`src/rtl/hdx_backoff_pkg.sv`:
```
package hdx_backoff_pkg;
  typedef enum logic [1:0] {
    BO_STD       = 2'b00,
    BO_SHORT     = 2'b01,
    BO_ZERO_FULL = 2'b10,
    BO_ZERO      = 2'b11
  } bo_mode_e;

  localparam int unsigned LFSR_W = 16;
  localparam logic [LFSR_W-1:0] LFSR_TAPS = 16'hB400;
endpackage

```
`src/rtl/hdx_bo_lfsr.sv`:
```
module hdx_bo_lfsr #(
  parameter int unsigned W = 16,
  parameter logic [W-1:0] TAPS = 16'hB400,
  parameter logic [W-1:0] SEED = 16'hACE1
) (
  input  logic         clk_i,
  input  logic         rst_ni,
  output logic [W-1:0] rnd_o
);
  logic [W-1:0] q;

  always_ff @(posedge clk_i or negedge rst_ni) begin
    if (!rst_ni) q <= SEED;
    else if (q[0]) q <= (q >> 1) ^ TAPS;
    else q <= q >> 1;
  end

  assign rnd_o = q;

  AST_LFSR_ALIVE: assert property (@(posedge clk_i) disable iff (!rst_ni)
    q != '0);
endmodule

```
`src/rtl/hdx_bo_policy.sv`:
```
module hdx_bo_policy
  import hdx_backoff_pkg::*;
#(
  parameter int unsigned ATTEMPT_LIMIT = 16,
  parameter int unsigned EXP_CAP       = 10,
  parameter int unsigned SHORT_AFTER   = 2,
  parameter int unsigned SHORT_BITS    = 2
) (
  input  logic               clk_i,
  input  logic               rst_ni,
  input  logic               col_acc_i,
  input  logic               done_i,
  input  bo_mode_e           mode_i,
  input  logic               buf_full_i,
  input  logic               drop_dis_i,
  output logic               drop_now_o,
  output logic [EXP_CAP-1:0] mask_o
);
  localparam int unsigned CNT_W = $clog2(ATTEMPT_LIMIT + 1);
  localparam logic [CNT_W-1:0] CNT_MAX = {CNT_W{1'b1}};

  logic [CNT_W-1:0] cnt;
  logic [CNT_W:0]   n_nxt;
  logic [CNT_W:0]   exp_v;
  logic [EXP_CAP-1:0] std_mask, short_mask;

  assign n_nxt = {1'b0, cnt} + 1'b1;
  assign exp_v = (n_nxt > (CNT_W+1)'(EXP_CAP)) ? (CNT_W+1)'(EXP_CAP) : n_nxt;
  assign drop_now_o = !drop_dis_i && (n_nxt >= (CNT_W+1)'(ATTEMPT_LIMIT));

  always_comb begin
    for (int i = 0; i < int'(EXP_CAP); i++) begin
      std_mask[i]   = (i < int'(exp_v));
      short_mask[i] = (i < int'(SHORT_BITS));
    end
  end

  always_comb begin
    unique case (mode_i)
      BO_STD:       mask_o = std_mask;
      BO_SHORT:     mask_o = (n_nxt > (CNT_W+1)'(SHORT_AFTER)) ? short_mask : std_mask;
      BO_ZERO_FULL: mask_o = buf_full_i ? '0 : std_mask;
      default:      mask_o = '0;
    endcase
  end

  always_ff @(posedge clk_i or negedge rst_ni) begin
    if (!rst_ni) cnt <= '0;
    else if (done_i) cnt <= '0;
    else if (col_acc_i) begin
      if (drop_now_o) cnt <= '0;
      else if (cnt != CNT_MAX) cnt <= cnt + 1'b1;
    end
  end

  AST_CNT_CLEARED: assert property (@(posedge clk_i) disable iff (!rst_ni)
    done_i |=> (cnt == '0));
  AST_CNT_RESTART: assert property (@(posedge clk_i) disable iff (!rst_ni)
    (col_acc_i && drop_now_o && !done_i) |=> (cnt == '0));
  AST_SHORT_RANGE: assert property (@(posedge clk_i) disable iff (!rst_ni)
    (mode_i == BO_SHORT && cnt >= CNT_W'(SHORT_AFTER)) |-> (mask_o == short_mask));
endmodule

```
`src/rtl/hdx_bo_timer.sv`:
```
module hdx_bo_timer #(
  parameter int unsigned SLOT_FAST = 256,
  parameter int unsigned SLOT_SLOW = 2560,
  parameter int unsigned RAND_W    = 10
) (
  input  logic              clk_i,
  input  logic              rst_ni,
  input  logic              load_i,
  input  logic [RAND_W-1:0] slots_i,
  input  logic              fast_i,
  output logic              busy_o,
  output logic              expire_o
);
  localparam int unsigned SLOT_MAX = (SLOT_SLOW > SLOT_FAST) ? SLOT_SLOW : SLOT_FAST;
  localparam int unsigned LEN_W = $clog2(SLOT_MAX + 1);

  logic [LEN_W-1:0]  slot_len, cyc;
  logic [RAND_W-1:0] left;

  always_ff @(posedge clk_i or negedge rst_ni) begin
    if (!rst_ni) begin
      busy_o   <= 1'b0;
      expire_o <= 1'b0;
      slot_len <= LEN_W'(SLOT_FAST);
      cyc      <= '0;
      left     <= '0;
    end else begin
      expire_o <= 1'b0;
      if (load_i && !busy_o) begin
        busy_o   <= 1'b1;
        left     <= slots_i;
        cyc      <= '0;
        slot_len <= fast_i ? LEN_W'(SLOT_FAST) : LEN_W'(SLOT_SLOW);
      end else if (busy_o) begin
        if (left == '0) begin
          busy_o   <= 1'b0;
          expire_o <= 1'b1;
        end else if (cyc == slot_len - 1'b1) begin
          cyc  <= '0;
          left <= left - 1'b1;
        end else begin
          cyc <= cyc + 1'b1;
        end
      end
    end
  end

  AST_EXPIRE_ENDS_WAIT: assert property (@(posedge clk_i) disable iff (!rst_ni)
    expire_o |-> (!busy_o && $past(busy_o)));
  AST_CYC_IN_SLOT: assert property (@(posedge clk_i) disable iff (!rst_ni)
    busy_o |-> (cyc < slot_len));
  AST_WAIT_STABLE_LEN: assert property (@(posedge clk_i) disable iff (!rst_ni)
    (busy_o && $past(busy_o)) |-> $stable(slot_len));
endmodule

```
`src/rtl/hdx_backoff.sv`:
```
module hdx_backoff
  import hdx_backoff_pkg::*;
#(
  parameter int unsigned SLOT_FAST     = 256,
  parameter int unsigned SLOT_SLOW     = 2560,
  parameter int unsigned ATTEMPT_LIMIT = 16,
  parameter int unsigned EXP_CAP       = 10
) (
  input  logic       clk_i,
  input  logic       rst_ni,
  input  logic       col_i,
  input  logic       done_i,
  input  logic       fast_i,
  input  logic [1:0] mode_i,
  input  logic       buf_full_i,
  input  logic       drop_dis_i,
  output logic       busy_o,
  output logic       retry_o,
  output logic       drop_o
);
  logic [LFSR_W-1:0]  rnd;
  logic [EXP_CAP-1:0] mask, slots;
  logic               col_acc, drop_now, load;
  bo_mode_e           mode;

  assign mode    = bo_mode_e'(mode_i);
  assign col_acc = col_i && !busy_o;
  assign slots   = rnd[EXP_CAP-1:0] & mask;
  assign load    = col_acc && !drop_now;

  hdx_bo_lfsr #(.W(LFSR_W), .TAPS(LFSR_TAPS), .SEED(16'hACE1)) i_lfsr (
    .clk_i (clk_i),
    .rst_ni(rst_ni),
    .rnd_o (rnd)
  );

  hdx_bo_policy #(
    .ATTEMPT_LIMIT(ATTEMPT_LIMIT),
    .EXP_CAP      (EXP_CAP),
    .SHORT_AFTER  (2),
    .SHORT_BITS   (2)
  ) i_policy (
    .clk_i     (clk_i),
    .rst_ni    (rst_ni),
    .col_acc_i (col_acc),
    .done_i    (done_i),
    .mode_i    (mode),
    .buf_full_i(buf_full_i),
    .drop_dis_i(drop_dis_i),
    .drop_now_o(drop_now),
    .mask_o    (mask)
  );

  hdx_bo_timer #(
    .SLOT_FAST(SLOT_FAST),
    .SLOT_SLOW(SLOT_SLOW),
    .RAND_W   (EXP_CAP)
  ) i_timer (
    .clk_i   (clk_i),
    .rst_ni  (rst_ni),
    .load_i  (load),
    .slots_i (slots),
    .fast_i  (fast_i),
    .busy_o  (busy_o),
    .expire_o(retry_o)
  );

  always_ff @(posedge clk_i or negedge rst_ni) begin
    if (!rst_ni) drop_o <= 1'b0;
    else drop_o <= col_acc && drop_now;
  end

  AST_OUT_EXCL: assert property (@(posedge clk_i) disable iff (!rst_ni)
    $onehot0({busy_o, retry_o, drop_o}));
  AST_ZERO_WAIT: assert property (@(posedge clk_i) disable iff (!rst_ni)
    (load && mode == BO_ZERO) |=> (busy_o ##1 retry_o));
  AST_NO_DROP_DIS: assert property (@(posedge clk_i) disable iff (!rst_ni)
    (col_acc && drop_dis_i) |=> !drop_o);
  AST_START_WAIT: assert property (@(posedge clk_i) disable iff (!rst_ni)
    load |=> busy_o);
  AST_FULL_ZERO: assert property (@(posedge clk_i) disable iff (!rst_ni)
    (col_acc && mode == BO_ZERO_FULL && buf_full_i) |-> (slots == '0));
endmodule

```
`config.mk`:
```
export PLATFORM = sky130hd
export DESIGN_NAME = hdx_backoff
export DESIGN_NICKNAME = d
export VERILOG_FILES = /design/src/rtl/hdx_backoff_pkg.sv /design/src/rtl/hdx_bo_lfsr.sv /design/src/rtl/hdx_bo_policy.sv /design/src/rtl/hdx_bo_timer.sv /design/src/rtl/hdx_backoff.sv
export SDC_FILE = /design/constraint.sdc
export NUM_CORES = 1
export LEC_CHECK = 0
export BUFFER_PORTS_ARGS = -buffer_cell sky130_fd_sc_hd__buf_2
export CORE_MARGIN = 10
export CORE_UTILIZATION = 28
export CTS_CLUSTER_DIAMETER = 50
export CTS_CLUSTER_SIZE = 24
export DETAILED_ROUTE_END_ITERATION = 7
export HOLD_SLACK_MARGIN = 0.08
export PLACE_DENSITY = 0.52
export SLEW_MARGIN = 20
export SYNTH_ARGS = -nofsm -noshare
export SYNTH_HDL_FRONTEND = slang
export SYNTH_SLANG_ARGS = --single-unit
```
`constraint.sdc`:
```
create_clock -name clk_i -period 5.3 [get_ports clk_i]
set_input_delay 0 -clock clk_i [delete_from_list [all_inputs] [get_ports clk_i]]
set_output_delay 0 -clock clk_i [all_outputs]
set_load 0.01 [all_outputs]
```
==> After elaboration in Yosys (flattened, before gate mapping) <==
Cells that the tools add are included.
{ "totals": {"elab_cells": 74, "in_bits": 9, "register_bits": 58} }
{ "classes": {"n_reduce_logical": 17, "bitwise_logic": 2, "n_eq_ne": 5, "mux": 24, "magnitude_cmp": 13, "addsub": 5} }
{ "ops": {"columns": ["operator", "n"], "rows": [
  ["10-bit two-way mux", 6],
  ["12-bit two-way mux", 5],
  ["10-bit case mux with 3 select lines", 1],
  ["3-bit by 6-bit < comparator with 1-bit output, first input constant", 4],
  ["5-bit two-way mux", 4],
  ["16-bit two-way mux", 1],
  ["12-bit by 1-bit adder with 12-bit output, second input constant", 1],
  ["12-bit == test", 1],
  ["1-bit by 6-bit < comparator with 1-bit output, first input constant", 2],
  ["2-bit by 6-bit < comparator with 1-bit output, first input constant", 2],
  ["4-bit by 6-bit < comparator with 1-bit output, first input constant", 2],
  ["12-bit by 1-bit subtractor with 12-bit output, second input constant", 1],
  ["10-bit bitwise AND", 1],
  ["10-bit zero test", 1],
  ["10-bit by 1-bit subtractor with 10-bit output, second input constant", 1],
  ["5-bit by 1-bit adder with 6-bit output, second input constant", 1],
  ["6-bit by 5-bit >= comparator with 1-bit output, second input constant", 1],
  ["6-bit by 2-bit greater-than comparator with 1-bit output, second input constant", 1],
  ["6-bit by 4-bit greater-than comparator with 1-bit output, second input constant", 1],
  ["1-bit two-way mux", 6],
  ["6-bit two-way mux", 1],
  ["2-bit nonzero test", 3],
  ["5-bit by 1-bit adder with 5-bit output, second input constant", 1],
  ["1-bit logical AND", 5],
  ["other kinds (10)", 13]
]} }

==> Logic depth before layout (Yosys ltp) <==
Gate-level depths: netlist (run 1).
{ "depth": {"word_depth": 8, "mapped_depth": 10} }

==> Cells and area by module <==
A second synthesis (run 1) with hierarchy kept.
{ "unflattened": {"hier_cells": 267, "area_unflattened_um2": 2622.5} }
{ "by_module_without_submodules": {"columns": ["module", "n_inst", "seq_area_each_um2", "area_each_um2", "cells_each"], "rows": [
  ["hdx_bo_timer", 1, 651.9, 1564.0, 173],
  ["hdx_bo_policy", 1, 125.1, 506.7, 61],
  ["hdx_bo_lfsr", 1, 410.4, 436.7, 19],
  ["hdx_backoff", 1, 25.0, 115.1, 14]
]} }

==> Least setup slack after synthesis (run 1) <==
Ideal clock, no wire load.
{ "synth_path": {"kind": "register to register", "from": "reg i_policy.cnt[1]", "to": "reg i_timer.left[5]", "slack_ns": 3.060, "arrival_time_ns": 2.110, "stages_incl_launch_ff": 11, "required_ns": 5.171, "path_buffers": 1, "path_cell_list": "dfrtp_1 -> ha_1 -> buf_2 -> and3_1 -> ha_1 -> nor3b_1 -> mux2i_1 -> nor2_1 -> nand2_1 -> a311oi_1 -> nor3_1"} }
{ "synth_via": {"elab_chain_len": 8, "word_cells_on_any_way": 19} }
{ "synth_lines": {"columns": ["item", "line_no", "source"], "rows": [
  ["start: declaration", "hdx_bo_policy.sv:22", "logic [CNT_W-1:0] cnt;"],
  ["start signal: assignment", "hdx_bo_policy.sv:52", "else if (cnt != CNT_MAX) cnt <= cnt + 1'b1;"],
  ["5-bit by 1-bit adder with 6-bit output (*)", "hdx_bo_policy.sv:27", "assign n_nxt = {1'b0, cnt} + 1'b1;"],
  ["6-bit by 4-bit greater-than comparator with 1-bit output / 6-bit by 5-bit >= comparator with 1-bit output (equally long branches)", "hdx_bo_policy.sv:28, hdx_bo_policy.sv:29", null],
  ["6-bit two-way mux / 1-bit logical AND (equally long branches)", "hdx_bo_policy.sv:28, hdx_bo_policy.sv:29", null],
  ["3-bit by 6-bit < comparator with 1-bit output / 1-bit zero test (equally long branches)", "hdx_bo_policy.sv:33, hdx_backoff.sv:29", null],
  ["10-bit two-way mux, or another cell as far along", "hdx_bo_policy.sv:42", "BO_ZERO_FULL: mask_o = buf_full_i ? '0 : std_mask;"],
  ["10-bit case mux with 3 select lines / 1-bit logical AND (equally long branches)", "hdx_bo_policy.sv:39, hdx_bo_timer.sv:29", null],
  ["10-bit bitwise AND, or another cell as far along", "hdx_backoff.sv:28", "assign slots = rnd[EXP_CAP-1:0] & mask;"],
  ["10-bit two-way mux / 3-bit AND reduction (equally long branches)", null, null],
  ["end signal: assignment", "hdx_bo_timer.sv:31", "left <= slots_i;"],
  ["end signal: assignment", "hdx_bo_timer.sv:40", "left <= left - 1'b1;"],
  ["end: declaration", "hdx_bo_timer.sv:18", "logic [RAND_W-1:0] left;"]
]} }
Every way passes the cells marked *; elsewhere a longest branch is shown, timed or not.
A chain may end at the register's enable or synchronous reset.

==> Worst setup path after layout (run 1) <==
{ "layout_path": {"from": "reg i_policy.cnt[0]", "to": "reg i_timer.left[1]"} }
{ "layout_via": {"elab_chain_len": 8, "word_cells_on_any_way": 19} }
{ "layout_lines": {"columns": ["item", "line_no"], "rows": [
  ["5-bit by 1-bit adder with 6-bit output (*)", "hdx_bo_policy.sv:27"],
  ["6-bit by 4-bit greater-than comparator with 1-bit output / 6-bit by 5-bit >= comparator with 1-bit output (equally long branches)", "hdx_bo_policy.sv:28, hdx_bo_policy.sv:29"],
  ["6-bit two-way mux / 1-bit logical AND (equally long branches)", "hdx_bo_policy.sv:28, hdx_bo_policy.sv:29"],
  ["1-bit by 6-bit < comparator with 1-bit output / 1-bit zero test (equally long branches)", "hdx_bo_policy.sv:33, hdx_backoff.sv:29"],
  ["10-bit two-way mux, or another cell as far along", "hdx_bo_policy.sv:42"],
  ["10-bit case mux with 3 select lines / 1-bit logical AND (equally long branches)", "hdx_bo_policy.sv:39, hdx_bo_timer.sv:29"],
  ["10-bit bitwise AND, or another cell as far along", "hdx_backoff.sv:28"],
  ["10-bit two-way mux / 3-bit AND reduction (equally long branches)", null]
]} }
Marked as above.

==> out/results.txt, run 1 <==
DRC Markers - 0
Initial core utilization - 0.288
PD cells - 313 nW/um^2
Remaining global-route overflow - 0
Clk sinks - 48
Initial antenna violation count - 0
Gate power share - 0.153
Slew Limit Fails - 0
Syn avg cell area - 10.1 um^2
Switching portion of total power - 0.299
Hold WC Path Type - primary input to flop
Final instance area - 2850 um^2
Synthesized net count - 267
Post-synthesis xor/xnor area fraction - 0.0624
Largest net degree at the start of global routing - 49
Final WS setup - 2.34 ns
Wire length of the first global-routing pass - 9.23 mm
Synth Area in Simple Gates - 0.200
Final Hold Fails - 0
Worst-margin pin slew - 0.748 ns
Setup_tns - 0 ns
Power share of the clock group - 0.311
Top Ports - 12
Min cycle time layout - 2.96 ns
Routed WL - 5.43 mm
Async SR Flop Fraction - 1.00
Number of global-route vias before repair - 1,901
Req. time, crit path - 5.50 ns
Outcome - finished, final reports clean
Routability cong. - 0.769
Most frequent cell after synthesis - dfrtp_1
DR WL/cell - 14.4 um
Core Box Area - 8760 um^2
Unrepaired setup endpoints after global routing - no
Vias - 1,853
Yosys reg bits - 48
Via density - 4.92
Synth top area share - 0.386
Post-synth EDFFs - 0
Die area - 13,200 um^2
WHS - 0.105 ns
Pre-CTS WS - 2.33 ns
Clk buf depth - 2
Final Util - 0.325
Fillers - 926
P_sw - 267 uW
Post-synth top cells - dfrtp_1, nor2_1, nand2_1
Tot Pwr - 892 uW
# diodes - 0
Root buffer cell - clkbuf_8
R2R cell count - 8
Multi-input gate area - 1240 um^2
Area contributors post-synth - dfrtp_1, dfstp_2, nor2_1
Die H - 115 um
DRT Pass-1 Iters - 4
Clk_lat worst skew - 0.31 ns
Crit Path Category - flop to flop
Area Overhead vs Synth - 12.7%
Largest family of logic cells by synthesized area - simple AND/OR/NAND/NOR gates
HPWL after DPL - 3.85 mm
Hold depth - 4
TritonCTS clock tree - yes
Distinct cell type count after synthesis - 57
Crit path max fanout - 20
Num CTS Buffers - 5
Clock Pin Slew Worst Setup and Hold Paths - 0.10 ns
Max Cap Violations - 0
Worst vdd ir - 100 uV
Total global-route track usage - 0.0846
Leak - 1.16 nW
Final setup viols - 0
Port buffer count - 11
Power share of the sequential group - 0.537
Ys flop type - dfrtp_1
Dpl cell area - 2670 um^2
Ratio of cells with drive above 1 in the final layout - 0.156
Layout Nets - 284
Max Clock Skew - 0.00528 ns
Adder-cell share of the synthesized area - 0.0347
Mux share of post-synthesis cell area - 0.0198
CP endpoint kind - flop
FMAX - 0.338 GHz
Setup Fix Bufs, Post-CTS - 0
Register area share after synthesis - 0.480
# rows - 34
Die width - 115 um
Reg area - 1210 um^2
Post-Syn Area - 2530 um^2
Startpoint Class - flop
Arrival @ worst endpoint - 3.16 ns
Slew HR - 0.501
Int Power - 625 uW
Period utilization - 0.559
H-tree depth - 2
DP Cell Count - 363
Area leader, netlist - dfrtp_1
DRT iter0 DRCs - 84
Post-synthesis compound-gate area fraction - 0.172
ANT nets after route - 0
Synth warn - 0
Non-filler cells, final - 377
Post-synthesis cell count - 251
-- metal layers --
layer	vias to the layer above	wire [um]	GRT usage
li1	938	-	-
met1	896	2690	0.110
met2	16	2600	0.137
met3	3	117	0.0182
met4	0	27	0.0256
met5	-	0	0
-- critical path, cell delays in order (launching register included) --
cell and delay [ns]:
dfrtp_1 0.49, ha_1 0.34, and3_1 0.21, ha_1 0.37
a21oi_4 0.23, o21a_1 0.64, a21o_1 0.29, o21ai_1 0.10
o22a_1 0.18
-- power by group through the flow --
stage	clock network, mW	logic [mW]	registers, mW
CTS	0.284	0.139	0.479
floorplan	0	0.105	0.470
detailed placement	0	0.134	0.486
global route	0.301	0.158	0.488
finish	0.277	0.136	0.479
global placement	0	0.132	0.485
-- final cells by class --
cell class | instances | area share
well taps | 108 | 0.0475
flip-flops and latches | 48 | 0.426
multi-input cells | 188 | 0.434
clock inverters | 3 | 0.0163
repair buffers | 18 | 0.0431
clock buffers | 5 | 0.0242
inverters | 7 | 0.00923
-- final timing paths --
check / startpoint / end / slack (ns)
max: i_policy.cnt[0]$_DFFE_PN0P_ / i_timer.left[1]$_DFFE_PN0P_ / 2.34
min: buf_full_i / i_timer.left[7]$_DFFE_PN0P_ / 0.11
max reg2reg: i_policy.cnt[0]$_DFFE_PN0P_ / i_timer.left[1]$_DFFE_PN0P_ / 2.34
min reg2reg: i_lfsr.rnd_o[12]$_DFF_PN0_ / i_lfsr.rnd_o[11]$_DFF_PN1_ / 0.37
max in group asynchronous: rst_ni / i_lfsr.rnd_o[9]$_DFF_PN0_ / 4.58
min in group asynchronous: rst_ni / i_timer.expire_o$_DFF_PN0_ / 0.32
-- layout by cell type, fill, tap and decap left out, types with 8 or more instances in the layout --
master | synthesis | layout
xor2_1 | 12 | 12
o21ai_0 | 15 | 15
dfrtp_1 | 39 | 39
buf_2 | 5 | 11
nand2_1 | 21 | 21
dfstp_2 | 9 | 9
a21oi_1 | 12 | 12
nand4_1 | 8 | 8
nor2_1 | 31 | 31
-- registers in the layout, summed over array words and instances (netlist names) --
| name | count |
|---|---|
| i_lfsr.rnd_o | 16 |
| drop_o | 1 |
| i_timer.left | 10 |
| i_timer.expire_o | 1 |
| i_timer.busy_o | 1 |
| i_timer.cyc | 12 |
| i_policy.cnt | 5 |
| i_timer.slot_len | 2 |
-- repair_timing --
action / CTS / global route
hold buffers: 6 / 0
endpoints found under the hold margin: 48 / 0
resized for setup: 0 / 0
-- cell families (layout without fill, tap and decap cells) --
kind of cell / after synthesis / after routing
AND/OR/NAND/NOR: 96 / 96
AO/OA/AOI/OAI: 62 / 62
flip-flops: 48 / 48
XOR/XNOR: 18 / 18
buffers and inverters: 15 / 33
adder cells (fa/ha/maj): 7 / 7
multiplexers: 5 / 5
No activity file was read; power rests on OpenSTA's default activity.
==> run 2, diff against run 1 <==
--- a/config.mk
+++ b/config.mk
@@ -5,6 +5,7 @@
 export SDC_FILE = /design/constraint.sdc
 export NUM_CORES = 1
 export LEC_CHECK = 0
+export ABC_AREA = 1
 export BUFFER_PORTS_ARGS = -buffer_cell sky130_fd_sc_hd__buf_2
 export CORE_MARGIN = 10
 export CORE_UTILIZATION = 28
@@ -12,7 +13,7 @@
 export CTS_CLUSTER_SIZE = 24
 export DETAILED_ROUTE_END_ITERATION = 7
 export HOLD_SLACK_MARGIN = 0.08
-export PLACE_DENSITY = 0.52
+export PLACE_DENSITY = 0.53
 export SLEW_MARGIN = 20
 export SYNTH_ARGS = -nofsm -noshare
 export SYNTH_HDL_FRONTEND = slang
==> constraint.sdc (replaced) <==
create_clock -name clk_i -period 2.55 [get_ports clk_i]
set_input_delay 0 -clock clk_i [delete_from_list [all_inputs] [get_ports clk_i]]
set_output_delay 0 -clock clk_i [all_outputs]
set_load 0.01 [all_outputs]
==> run 2 against run 1 <==
Core utilization is 0.13 points higher; sequential share of layout area is 0.37 points lower; critical path type unchanged; non-clock buffer count is 1 lower; largest power group unchanged; critical endpoint is now i_timer.left[0]$_DFFE_PN0P_; synthesized area is 1.3% higher; cell area is 0.88% higher.
==> out/results.txt, run 2 <==
Remaining global-route overflow - 0 (unchanged)
Slew Limit Fails - 0 (unchanged)
Hold depth - 5 (was 4)
Yosys reg bits - 48 (unchanged)
Synthesized net count - 321 (was 267)
Routability cong. - 0.873 (was 0.769)
Setup_tns - 0 ns (unchanged)
Post-synthesis compound-gate area fraction - 0.109 (was 0.172)
Num CTS Buffers - 5 (unchanged)
Min cycle time layout - 2.29 ns (was 2.96 ns)
Slew HR - 0.602 (was 0.501)
Area Overhead vs Synth - 12.2% (was 12.7%)
Switching portion of total power - 0.217 (was 0.299)
Fillers - 906 (was 926)
TritonCTS clock tree - yes (unchanged)
Max Cap Violations - 0 (unchanged)
Number of global-route vias before repair - 1,898 (was 1,901)
DR WL/cell - 12.3 um (was 14.4 um)
Area contributors post-synth - dfrtp_1, dfstp_2, nand2_1 (was dfrtp_1, dfstp_2, nor2_1)
Die area - 13,400 um^2 (was 13,200 um^2)
Routed WL - 5.34 mm (was 5.43 mm)
Non-filler cells, final - 433 (was 377)
Layout Nets - 340 (was 284)
DRT iter0 DRCs - 115 (was 84)
Startpoint Class - flop (unchanged)
Largest family of logic cells by synthesized area - simple AND/OR/NAND/NOR gates (unchanged)
Final Hold Fails - 0 (unchanged)
Dpl cell area - 2720 um^2 (was 2670 um^2)
Synth top area share - 0.381 (was 0.386)
Outcome - finished, final reports clean (unchanged)
Largest net degree at the start of global routing - 49 (unchanged)
# rows - 34 (unchanged)
Int Power - 1.07 mW (was 625 uW)
Ratio of cells with drive above 1 in the final layout - 0.163 (was 0.156)
ANT nets after route - 0 (unchanged)
Final setup viols - 0 (unchanged)
Distinct cell type count after synthesis - 31 (was 57)
Power share of the clock group - 0.415 (was 0.311)
Port buffer count - 11 (unchanged)
Post-synthesis xor/xnor area fraction - 0.0479 (was 0.0624)
RR Startpoint - i_policy.cnt[1]$_DFFE_PN0P_ (was i_policy.cnt[0]$_DFFE_PN0P_)
Vias - 2,033 (was 1,853)
Top Ports - 12 (unchanged)
Clk_lat worst skew - 0.31 ns (about the same)
Max reg flops - 16 (unchanged)
Period utilization - 0.897 (was 0.559)
WHS - 0.0816 ns (was 0.105 ns)
Reg2Reg Setup Slack - 0.26 ns (was 2.34 ns)
PD cells - 475 nW/um^2 (was 313 nW/um^2)
Ys flop type - dfrtp_1 (unchanged)
Synth Area in Simple Gates - 0.260 (was 0.200)
Gate power share - 0.027 (was 0.153)
P_sw - 296 uW (was 267 uW)
Post-synthesis cell count - 305 (was 251)
Worst vdd ir - 213 uV (was 100 uV)
Most frequent cells in the layout - nand2_1, nor2_1, dfrtp_1, inv_1, nand3_1 (was dfrtp_1, nor2_1, nand2_1, o21ai_0)
Clock Pin Slew Worst Setup and Hold Paths - 0.10 ns (about the same)
Via density - 4.70 (was 4.92)
Clk buf depth - 2 (unchanged)
DRC Markers - 0 (unchanged)
Capturing point of the worst reg2reg path - i_timer.left[0]$_DFFE_PN0P_ (was i_timer.left[1]$_DFFE_PN0P_)
Async SR Flop Fraction - 1.00 (unchanged)
Final instance area - 2870 um^2 (was 2850 um^2)
Initial antenna violation count - 0 (unchanged)
HPWL after DPL - 3.97 mm (was 3.85 mm)
Leak - 1.41 nW (was 1.16 nW)
Max Clock Skew - 0.00901 ns (was 0.00528 ns)
CP endpoint kind - flop (unchanged)
Register area share after synthesis - 0.474 (was 0.480)
Commonest non-fill, non-tap cell in the layout - nand2_1 (was dfrtp_1)
FMAX - 0.437 GHz (was 0.338 GHz)
DP Cell Count - 421 (was 363)
Die width - 116 um (was 115 um)
Mux share of post-synthesis cell area - 0 (was 0.0198)
# diodes - 0 (unchanged)
Adder-cell share of the synthesized area - 0.0342 (was 0.0347)
Post_cts resized - 0 (unchanged)
R2R cell count - 14 (was 8)
Post-synth EDFFs - 0 (unchanged)
Synth warn - 0 (unchanged)
H-tree depth - 2 (unchanged)
Req. time, crit path - 2.76 ns (was 5.50 ns)
Arrival @ worst endpoint - 2.50 ns (was 3.16 ns)
DRT Pass-1 Iters - 4 (unchanged)
Reg area - 1210 um^2 (unchanged)
Root buffer cell - clkbuf_8 (unchanged)
Crit Path Category - flop to flop (unchanged)
Most frequent cell after synthesis - nand2_1 (was dfrtp_1)
Hold_sp - col_i (was buf_full_i)
Hold WC Path Type - primary input to flop (unchanged)
Wire length of the first global-routing pass - 8.98 mm (was 9.23 mm)
Syn avg cell area - 8.39 um^2 (was 10.1 um^2)
Tot Pwr - 1.36 mW (was 892 uW)
Worst Hold Endpoint - drop_o$_DFF_PN0_ (was i_timer.left[7]$_DFFE_PN0P_)
Die H - 116 um (was 115 um)
Crit path max fanout - 16 (was 20)
Multi-input gate area - 1150 um^2 (was 1240 um^2)
Initial core utilization - 0.291 (was 0.288)
Clk sinks - 48 (unchanged)
Post-Syn Area - 2560 um^2 (was 2530 um^2)
Worst-margin pin slew - 0.597 ns (was 0.748 ns)
Post-synth top cells - nand2_1, nor2_1, dfrtp_1 (was dfrtp_1, nor2_1, nand2_1)
Unrepaired setup endpoints after global routing - no (unchanged)
Power share of the sequential group - 0.558 (was 0.537)
Area leader, netlist - dfrtp_1 (unchanged)
Total global-route track usage - 0.0823 (was 0.0846)
Core Box Area - 8810 um^2 (was 8760 um^2)
run 2: changes by cell type in the layout (fill, tap and decap cells not counted), moves of 3 or more:
cell | previous run | this run
nand3_1 | 7 | 18
inv_2 | 0 | 3
inv_1 | 7 | 35
o21ai_0 | 15 | 12
a21oi_2 | 0 | 4
nor2_1 | 31 | 44
nor2_2 | 0 | 5
mux2i_1 | 5 | 0
nand4_1 | 8 | 14
nand2_1 | 21 | 48
or2_2 | 0 | 3
a21oi_1 | 12 | 15
nand2_2 | 0 | 3
run 2: power groups by stage:
| stage | combinational, mW | clock, mW | sequential, mW |
|---|---|---|---|
| detailed placement | 0.0324 | 0 | 0.776 |
| global placement | 0.0327 | 0 | 0.776 |
| finish | 0.0362 | 0.567 | 0.761 |
| CTS | 0.0373 | 0.582 | 0.761 |
| floorplan | 0.00777 | 0 | 0.776 |
| global route | 0.0425 | 0.619 | 0.762 |
run 2: worst max-delay path by stage:
stage	start	to	slack [ns]	cells past startpoint
6_report	i_policy.cnt[1]$_DFFE_PN0P_	i_timer.left[0]$_DFFE_PN0P_	0.26	14
5_1_grt	i_policy.cnt[1]$_DFFE_PN0P_	i_timer.left[0]$_DFFE_PN0P_	0.07	14
4_1_cts	i_policy.cnt[1]$_DFFE_PN0P_	i_timer.left[0]$_DFFE_PN0P_	0.24	14
3_5_place_dp	i_policy.cnt[1]$_DFFE_PN0P_	i_timer.left[0]$_DFFE_PN0P_	0.25	14
3_3_place_gp	i_policy.cnt[1]$_DFFE_PN0P_	i_timer.left[0]$_DFFE_PN0P_	0.34	14
2_1_floorplan	i_policy.cnt[0]$_DFFE_PN0P_	i_timer.left[5]$_DFFE_PN0P_	0.59	13
run 2: worst max-delay path: stages (launching register included):
cell and delay, ns:
dfrtp_1 0.45, ha_1 0.22, nand2_1 0.08, nor2_1 0.05
ha_1 0.31, inv_1 0.08, nand2_2 0.07, nand2_2 0.08
nand2_4 0.09, nand2_4 0.15, nand2_4 0.14, inv_2 0.23
nand2_1 0.08, nor2_1 0.10, nor2_1 0.04
run 2: stage by stage:
| stage | worst slack [ns] | utilization |
|---|---|---|
| 6_report | 0.261 | 0.326 |
| 5_1_grt | 0.0703 | 0.326 |
| 4_1_cts | 0.245 | 0.326 |
| 3_5_place_dp | 0.253 | 0.308 |
| 3_3_place_gp | 0.336 | 0.308 |
| 2_1_floorplan | 0.593 | - |
run 2: layout make-up:
class | instances | area share
repair buffers | 17 | 0.0392
multi-input cells | 214 | 0.402
flip-flops and latches | 48 | 0.422
inverters | 38 | 0.0497
clock inverters | 3 | 0.0161
well taps | 108 | 0.0470
clock buffers | 5 | 0.0240
run 2: cell families (layout without fill, tap and decap cells):
kind of cell / Yosys count / in the layout
AOI/OAI and AO/OA: 48 / 48
xor gates and xnor gates: 14 / 14
adders and majority gates: 7 / 7
buffers and inverters: 43 / 63
DFF: 48 / 48
and+or+nand+nor: 145 / 145
run 2: per-layer routing:
layer  GRT usage  part of all wire  vias to the layer above
met2       0.127              0.44                       40
met3      0.0196             0.038                        7
met4      0.0367             0.018                        0
met1       0.107              0.50                      955
met5           0                 0                        -
li1            -                 -                     1031
run 2: repair_timing:
item | in CTS | in global routing
setup buffers | 0 | 0
hold endpoints to repair | 44 | 0
hold buffers | 4 | 0
